--- src/rtl/macfifo_pkg.sv ---
package macfifo_pkg;

    typedef logic [1:0] sel_t;

    // transmit start point in bytes
    function automatic int start_bytes(sel_t s);
        case (s)
            2'b00:   return 4;
            2'b01:   return 16;
            2'b10:   return 64;
            default: return 112;
        endcase
    endfunction

    // transmit watermark in free words; code 11 treated as largest legal
    function automatic int tx_mark_words(sel_t s);
        case (s)
            2'b00:   return 8;
            2'b01:   return 16;
            default: return 32;
        endcase
    endfunction

    // receive watermark in stored bytes; code 11 treated as largest legal
    function automatic int rx_mark_bytes(sel_t s);
        case (s)
            2'b00:   return 16;
            2'b01:   return 32;
            default: return 64;
        endcase
    endfunction

    function automatic logic [3:0] sat_nibble(int n);
        return (n > 15) ? 4'hF : n[3:0];
    endfunction

endpackage

--- src/rtl/mf_byte_fifo.sv ---
module mf_byte_fifo #(
    parameter int DEPTH = 128,
    parameter int DW    = 8,
    localparam int AW   = $clog2(DEPTH),
    localparam int CW   = $clog2(DEPTH + 1)
) (
    input  logic          clk,
    input  logic          rst_n,
    input  logic          push,
    input  logic [DW-1:0] push_data,
    input  logic          push_eof,
    input  logic          pop,
    output logic [DW-1:0] pop_data,
    output logic          pop_eof,
    output logic [CW-1:0] count,
    output logic [CW-1:0] frames,
    output logic          full,
    output logic          empty
);

    typedef struct packed {
        logic [AW-1:0] wr;
        logic [AW-1:0] rd;
        logic [CW-1:0] cnt;
        logic [CW-1:0] frm;
    } fifo_st_t;

    fifo_st_t st_d, st_q;
    logic [DW:0] mem_q [DEPTH];
    logic do_push, do_pop, head_eof;

    assign full     = (st_q.cnt == CW'(DEPTH));
    assign empty    = (st_q.cnt == '0);
    assign do_push  = push && !full;
    assign do_pop   = pop && !empty;
    assign head_eof = mem_q[st_q.rd][DW];

    function automatic logic [AW-1:0] nxt(logic [AW-1:0] p);
        return (p == AW'(DEPTH - 1)) ? '0 : p + 1'b1;
    endfunction

    always_comb begin
        st_d = st_q;
        if (do_push) st_d.wr = nxt(st_q.wr);
        if (do_pop)  st_d.rd = nxt(st_q.rd);
        case ({do_push, do_pop})
            2'b10:   st_d.cnt = st_q.cnt + 1'b1;
            2'b01:   st_d.cnt = st_q.cnt - 1'b1;
            default: st_d.cnt = st_q.cnt;
        endcase
        case ({do_push && push_eof, do_pop && head_eof})
            2'b10:   st_d.frm = st_q.frm + 1'b1;
            2'b01:   st_d.frm = st_q.frm - 1'b1;
            default: st_d.frm = st_q.frm;
        endcase
    end

    always_ff @(posedge clk or negedge rst_n) begin
        if (!rst_n) st_q <= '0;
        else        st_q <= st_d;
    end

    always_ff @(posedge clk) begin
        if (do_push) mem_q[st_q.wr] <= {push_eof, push_data};
    end

    assign pop_data = mem_q[st_q.rd][DW-1:0];
    assign pop_eof  = head_eof;
    assign count    = st_q.cnt;
    assign frames   = st_q.frm;

endmodule

--- src/rtl/mf_cfg_regs.sv ---
module mf_cfg_regs
    import macfifo_pkg::*;
(
    input  logic       clk,
    input  logic       rst_n,
    input  logic       bus_wr,
    input  logic [7:0] bus_byte,
    input  logic       fifo_wr,
    input  logic [7:0] fifo_byte,
    output sel_t       start_sel,
    output sel_t       txmark_sel,
    output sel_t       rxmark_sel
);

    typedef struct packed {
        sel_t start;
        sel_t txm;
        sel_t rxm;
    } cfg_st_t;

    cfg_st_t cfg_d, cfg_q;
    logic unused_cfg_bits;

    assign unused_cfg_bits = ^{bus_byte[7:6], bus_byte[3:0], fifo_byte[1:0]};

    always_comb begin
        cfg_d = cfg_q;
        if (bus_wr) cfg_d.start = bus_byte[5:4];
        if (fifo_wr && fifo_byte[3]) cfg_d.txm = fifo_byte[7:6];
        if (fifo_wr && fifo_byte[2]) cfg_d.rxm = fifo_byte[5:4];
    end

    always_ff @(posedge clk or negedge rst_n) begin
        if (!rst_n) cfg_q <= '0;
        else        cfg_q <= cfg_d;
    end

    assign start_sel  = cfg_q.start;
    assign txmark_sel = cfg_q.txm;
    assign rxmark_sel = cfg_q.rxm;

endmodule

--- src/rtl/macfifo_ctrl.sv ---
module macfifo_ctrl
    import macfifo_pkg::*;
#(
    parameter int DEPTH      = 128,
    parameter int WORD_BYTES = 2,
    localparam int CW        = $clog2(DEPTH + 1)
) (
    input  logic       clk,
    input  logic       rst_n,
    input  logic       bus_cfg_wr,
    input  logic [7:0] bus_cfg_byte,
    input  logic       fifo_cfg_wr,
    input  logic [7:0] fifo_cfg_byte,
    input  logic       tx_push,
    input  logic [7:0] tx_push_data,
    input  logic       tx_push_eof,
    output logic       tx_full,
    input  logic       tx_pop,
    output logic [7:0] tx_pop_data,
    output logic       tx_pop_eof,
    output logic       tx_empty,
    output logic       tx_start,
    input  logic       rx_push,
    input  logic [7:0] rx_push_data,
    input  logic       rx_push_eof,
    output logic       rx_full,
    input  logic       rx_pop,
    output logic [7:0] rx_pop_data,
    output logic       rx_pop_eof,
    output logic       rx_empty,
    output logic [7:0] poll_byte,
    output logic [7:0] frame_count_byte
);

    logic [CW-1:0] tx_cnt, tx_frm, rx_cnt, rx_frm;
    sel_t start_sel, txmark_sel, rxmark_sel;
    int   tx_free_words;
    logic tx_req, rx_req;

    mf_cfg_regs u_cfg (
        .clk        (clk),
        .rst_n      (rst_n),
        .bus_wr     (bus_cfg_wr),
        .bus_byte   (bus_cfg_byte),
        .fifo_wr    (fifo_cfg_wr),
        .fifo_byte  (fifo_cfg_byte),
        .start_sel  (start_sel),
        .txmark_sel (txmark_sel),
        .rxmark_sel (rxmark_sel)
    );

    mf_byte_fifo #(.DEPTH(DEPTH), .DW(8)) u_txf (
        .clk       (clk),
        .rst_n     (rst_n),
        .push      (tx_push),
        .push_data (tx_push_data),
        .push_eof  (tx_push_eof),
        .pop       (tx_pop),
        .pop_data  (tx_pop_data),
        .pop_eof   (tx_pop_eof),
        .count     (tx_cnt),
        .frames    (tx_frm),
        .full      (tx_full),
        .empty     (tx_empty)
    );

    mf_byte_fifo #(.DEPTH(DEPTH), .DW(8)) u_rxf (
        .clk       (clk),
        .rst_n     (rst_n),
        .push      (rx_push),
        .push_data (rx_push_data),
        .push_eof  (rx_push_eof),
        .pop       (rx_pop),
        .pop_data  (rx_pop_data),
        .pop_eof   (rx_pop_eof),
        .count     (rx_cnt),
        .frames    (rx_frm),
        .full      (rx_full),
        .empty     (rx_empty)
    );

    always_comb begin
        tx_free_words = (DEPTH - int'(tx_cnt)) / WORD_BYTES;
        tx_req   = (tx_free_words >= tx_mark_words(txmark_sel));
        rx_req   = (int'(rx_cnt) >= rx_mark_bytes(rxmark_sel));
        tx_start = (int'(tx_cnt) >= start_bytes(start_sel)) || (tx_frm != '0);
        poll_byte        = {1'b0, tx_req, rx_req, 5'b0};
        frame_count_byte = {sat_nibble(int'(rx_frm)), sat_nibble(int'(tx_frm))};
    end

endmodule

--- config.mk ---
export PLATFORM = sky130hd
export DESIGN_NAME = macfifo_ctrl
export DESIGN_NICKNAME = d
export VERILOG_FILES = /design/src/rtl/macfifo_pkg.sv /design/src/rtl/mf_byte_fifo.sv /design/src/rtl/mf_cfg_regs.sv /design/src/rtl/macfifo_ctrl.sv
export SDC_FILE = /design/constraint.sdc
export NUM_CORES = 2
export LEC_CHECK = 0
export BUFFER_PORTS_ARGS = -buffer_cell sky130_fd_sc_hd__buf_2
export CORE_MARGIN = 5
export CORE_UTILIZATION = 45
export CTS_CLUSTER_DIAMETER = 50
export DETAILED_ROUTE_END_ITERATION = 6
export PLACE_DENSITY = 0.57
export REMOVE_ABC_BUFFERS = 1
export SYNTH_ARGS = -nofsm -noshare
export SYNTH_HDL_FRONTEND = slang
export SYNTH_HIERARCHICAL = 1
export SYNTH_SLANG_ARGS = --single-unit
export TNS_END_PERCENT = 100
--- constraint.sdc ---
create_clock -name clk -period 5.6 [get_ports clk]
set_input_delay 0.84 -clock clk [delete_from_list [all_inputs] [get_ports clk]]
set_output_delay 0.84 -clock clk [all_outputs]
set_load 0.1 [all_outputs]
==> flow_metrics.py <==
metrics = {
    "run_status": {
        "status": "complete, no violations",
    },
    "drt": {
        "post_drt_wl_per_cell_um": 28.6,
        "drtIter0Drc": 4547,
        "wl_um": 222000,
        "drtPass1Iterations": 5,
        "detail_route.drc_violations": 0,
        "num_vias": 45753,
        "viasPerCell": 5.90,
        "ant_nets": 0,
    },
    "synthesis": {
        "synth_cells": 4479,
        "synth-simple-area-share_pct": 3.07,
        "synth_common_cells": "2304 x edfxtp_1, 646 x mux4_2, 317 x nor2_1, 151 x nand2_1, 105 x mux2i_1",
        "synth_adder_area_share_pct": 0.788,
        "yosysTopAreaCell": "edfxtp_1",
        "synth_compound_gate_area_share_pct": 2.03,
        "avgSynthCellArea_um2": 21.1,
        "synth_cell_types": 86,
        "synth_edf_count": 2304,
        "synth_ff_type": "edfxtp_1",
        "ys_warn_count": 6,
        "ys_seq_elements": 2370,
        "synth_area_leaders": "edfxtp_1 73%, mux4_2 15%, dfrtp_1 1.8%",
        "syn-cell-area_um2": 94400,
        "synthMuxAreaShare_pct": 16.8,
        "synth-async-reset-ratio_pct": 2.78,
        "synth_top_family_by_area": "multiplexers",
        "synth_top_cell_area_share_pct": 73.3,
        "synthXorXnorAreaFrac_pct": 0.436,
        "synth_seq_area_share_pct": 75.1,
        "yosysMostFrequentCell": "edfxtp_1",
    },
    "place": {
        "dp_slack_ns": 0.358,
        "port_buffers": 66,
        "dp_hpwl_um": 139000,
        "gp_congestion": 0.834,
    },
    "power_and_ir_drop": {
        "seqPwrFrac_pct": 37.8,
        "power_frac_comb_pct": 30.4,
        "switching_share_pct": 32.3,
        "clockPowerShare_pct": 31.8,
        "p_total_mw": 54.6,
        "power_leakage_nw": 34.0,
        "peakVddDrop_mv": 0.569,
        "power.density_nw_per_um2": 508,
        "power.switching_mw": 17.6,
        "p_int_mw": 36.9,
    },
    "setup_path": {
        "cp_max_fo": 53,
        "crit_top_cell": "mux4_2",
        "cp_top_family": "multiplexers",
        "crit_path_end_kind": "output pin",
        "start_kind": "flop",
        "worst_path_largest_cell_delay_ns": 0.71,
        "r2r_start": "u_rxf/st_q[16]",
        "r2r_slack_ns": 0.66,
        "r2r_end": "u_rxf/frames[7]",
        "cpMaxStageDelayCell": "dfrtp_4",
        "cp_data_arrival_time_ns": 4.62,
        "worstSetupPathType": "flop to output pin",
        "cp_cell_sequence": "buf_4 > buf_12 > mux4_2 > mux4_2 > mux4_2 > o32a_1 > buf_2",
        "critPathBufInv": 3,
        "rr_worst_depth": 17,
        "cp_data_required_time_ns": 4.76,
    },
    "floorplan": {
        "rows": 168,
        "die_area_um2": 219000,
        "core_area_um2": 209000,
        "die_w_um": 468,
        "start_util_pct": 45.1,
        "die_h_um": 468,
        "io_pins": 81,
    },
    "hold_path": {
        "hold-path-endpoint": "u_cfg/rxmark_sel[1]",
        "hp-start": "fifo_cfg_byte[5]",
        "holdCritPathClass": "primary input to flop",
        "hold_path_depth": 2,
    },
    "sta": {
        "hold_viol": 0,
        "slew_headroom_pct": 19.9,
        "min_period_ns": 5.46,
        "finalWorstSetupSlack_ns": 0.144,
        "holdWs_ns": 0.196,
        "finClkSkew_ns": 0.0541,
        "tightest_slew_ns": 1.20,
        "setup-violations-final": 0,
        "fmax_mhz": 183,
        "rsz0062_at_grt": "false",
        "period_share_pct": 97.4,
        "final_max_slew_viol_count": 0,
    },
    "clocking": {
        "cts_sinks": 2370,
        "ctsRootBufferMaster": "clkbuf_16",
        "insertion_delay_ns": 0.90,
        "cts_inserted_buffers": 280,
        "cts.reportedPaths.clkPinSlew_ns": 0.06,
        "cts_tree": "yes",
        "ctsHtreeMaxLevel": 5,
        "cts.path.max_buffers": 4,
    },
    "global_routing": {
        "grt_max_degree": 94,
        "met3_usage_pct": 4.07,
        "grt.busiest_layer": "met1",
        "grt_first_pass_wirelength_um": 324000,
        "globalRouteOverflowTotal": 0,
        "antenna_found_initial": 6,
        "grt_use_total_pct": 20.2,
        "use_met2_pct": 29.6,
        "grt_pass1_vias": 45698,
        "grtUsageMet1_pct": 31.5,
    },
    "layout": {
        "final_util_pct": 51.3,
        "finalNetCount": 4857,
        "final_layout_size_suffix_gt1_share_pct": 27.4,
        "multi_input_area_um2": 21900,
        "fill_cells": 16463,
        "seqCellArea_um2": 70900,
        "area_delta_synth_final_pct": 13.8,
    },
    "run": {
        "max_cap_violations": 0,
    },
}
worst reg2reg max path, stage by stage, from the launching register on:
cell and delay [ns]:
dfrtp_4 0.65, buf_16 0.24, mux4_2 0.35, mux2i_1 0.07, a221oi_1 0.41, o21ai_0 0.18, buf_4 0.19, a32oi_1 0.32
buf_4 0.21, and2_1 0.20, ha_1 0.26, ha_1 0.26, a21o_1 0.17, a21oi_1 0.20, o21ai_0 0.18, a2111o_1 0.48
a2111o_1 0.37, o211ai_1 0.09
cell families (layout without fill, tap and decap cells):
kind of cell,count (synthesis),after routing
XOR/XNOR,47,47
AND/OR/NAND/NOR,644,644
adder cells (fa/ha/maj),57,57
multiplexers,770,770
flip-flops,2370,2370
buffers and inverters,314,781
AO/OA/AOI/OAI,276,276
other,1,8
worst max-delay path by stage:
stage                 endpoint  depth (start not counted)  slack (ns)      startpoint
2_1_floorplan  u_rxf/frames[7]                         14      -10.33  u_rxf/st_q[16]
3_3_place_gp      poll_byte[6]                         19        0.37  u_txf/count[0]
3_5_place_dp      poll_byte[6]                         19        0.36  u_txf/count[0]
4_1_cts           poll_byte[6]                         19       0.007  u_txf/count[0]
5_1_grt         rx_pop_data[1]                          8        0.02  u_rxf/st_q[16]
6_report        tx_pop_data[3]                          7        0.14  u_txf/st_q[17]
what timing repair did:
action	4_1_cts	5_1_grt
setup endpoints to repair	14	6
setup buffers	7	12
pin swaps	1	3
hold endpoints to repair	23	0
hold buffers	1	0
resized for setup	19	13
gates cloned	1	0
power by group through the flow:
| stage | clock network, mW | logic, mW | registers [mW] |
|---|---|---|---|
| 2_1_floorplan | 0 | 10.9 | 21.9 |
| 3_3_place_gp | 0 | 16.2 | 21.0 |
| 3_5_place_dp | 0 | 16.3 | 21.0 |
| 4_1_cts | 17.8 | 16.5 | 20.6 |
| 5_1_grt | 18.6 | 17.4 | 20.7 |
| 6_report | 17.4 | 16.6 | 20.6 |
cell type report:
cell class / count / area share [%]
antenna: 2 / 0.00466
clock buffer: 337 / 6.88
clock inverter: 138 / 1.28
inverter: 46 / 0.161
multi-input combinational: 1800 / 20.4
sequential: 2370 / 66.0
tap: 2805 / 3.27
timing repair buffer: 260 / 1.96
per-stage QoR:
step                      area (µm²)  std cells  setup TNS, ns
final                         107000       7758              0
after global routing          107000       7757              0
after CTS                     107000       7744              0
after detailed placement       98200       7260              0
after global placement         98200       7260              0
after floorplan                92800       4216        -358.73
layer usage:
metal | part of all wire (%) | vias up
met1 | 45 | 24622
met3 | 7.8 | 341
met5 | 0.010 | -
met4 | 2.3 | 4
li1 | - | 19104
met2 | 45 | 1682
cell usage in the layout, fill, tap and decap left out, types with 26 or more instances in the layout:
master     count
a21oi_1       43
a22oi_1       28
buf_2         46
buf_4        193
clkbuf_1      49
clkbuf_16    288
clkinv_1      46
clkinv_2      33
dfrtp_1       55
edfxtp_1    2304
ha_1          51
inv_1         43
mux2i_1      105
mux4_2       646
nand2_1      151
nand3_1       26
nor2_1       317
o21ai_0       48
xnor2_1       33
flip-flops by register name, summed over array words and instances, names as in the netlist, 8 cells and up:
name,count
u_rxf/count,8
u_rxf/frames,8
u_rxf/mem_q,1152
u_rxf/st_q,14
u_txf/count,8
u_txf/frames,8
u_txf/mem_q,1152
u_txf/st_q,14
Note: power is estimated with default switching activity, not from simulation.
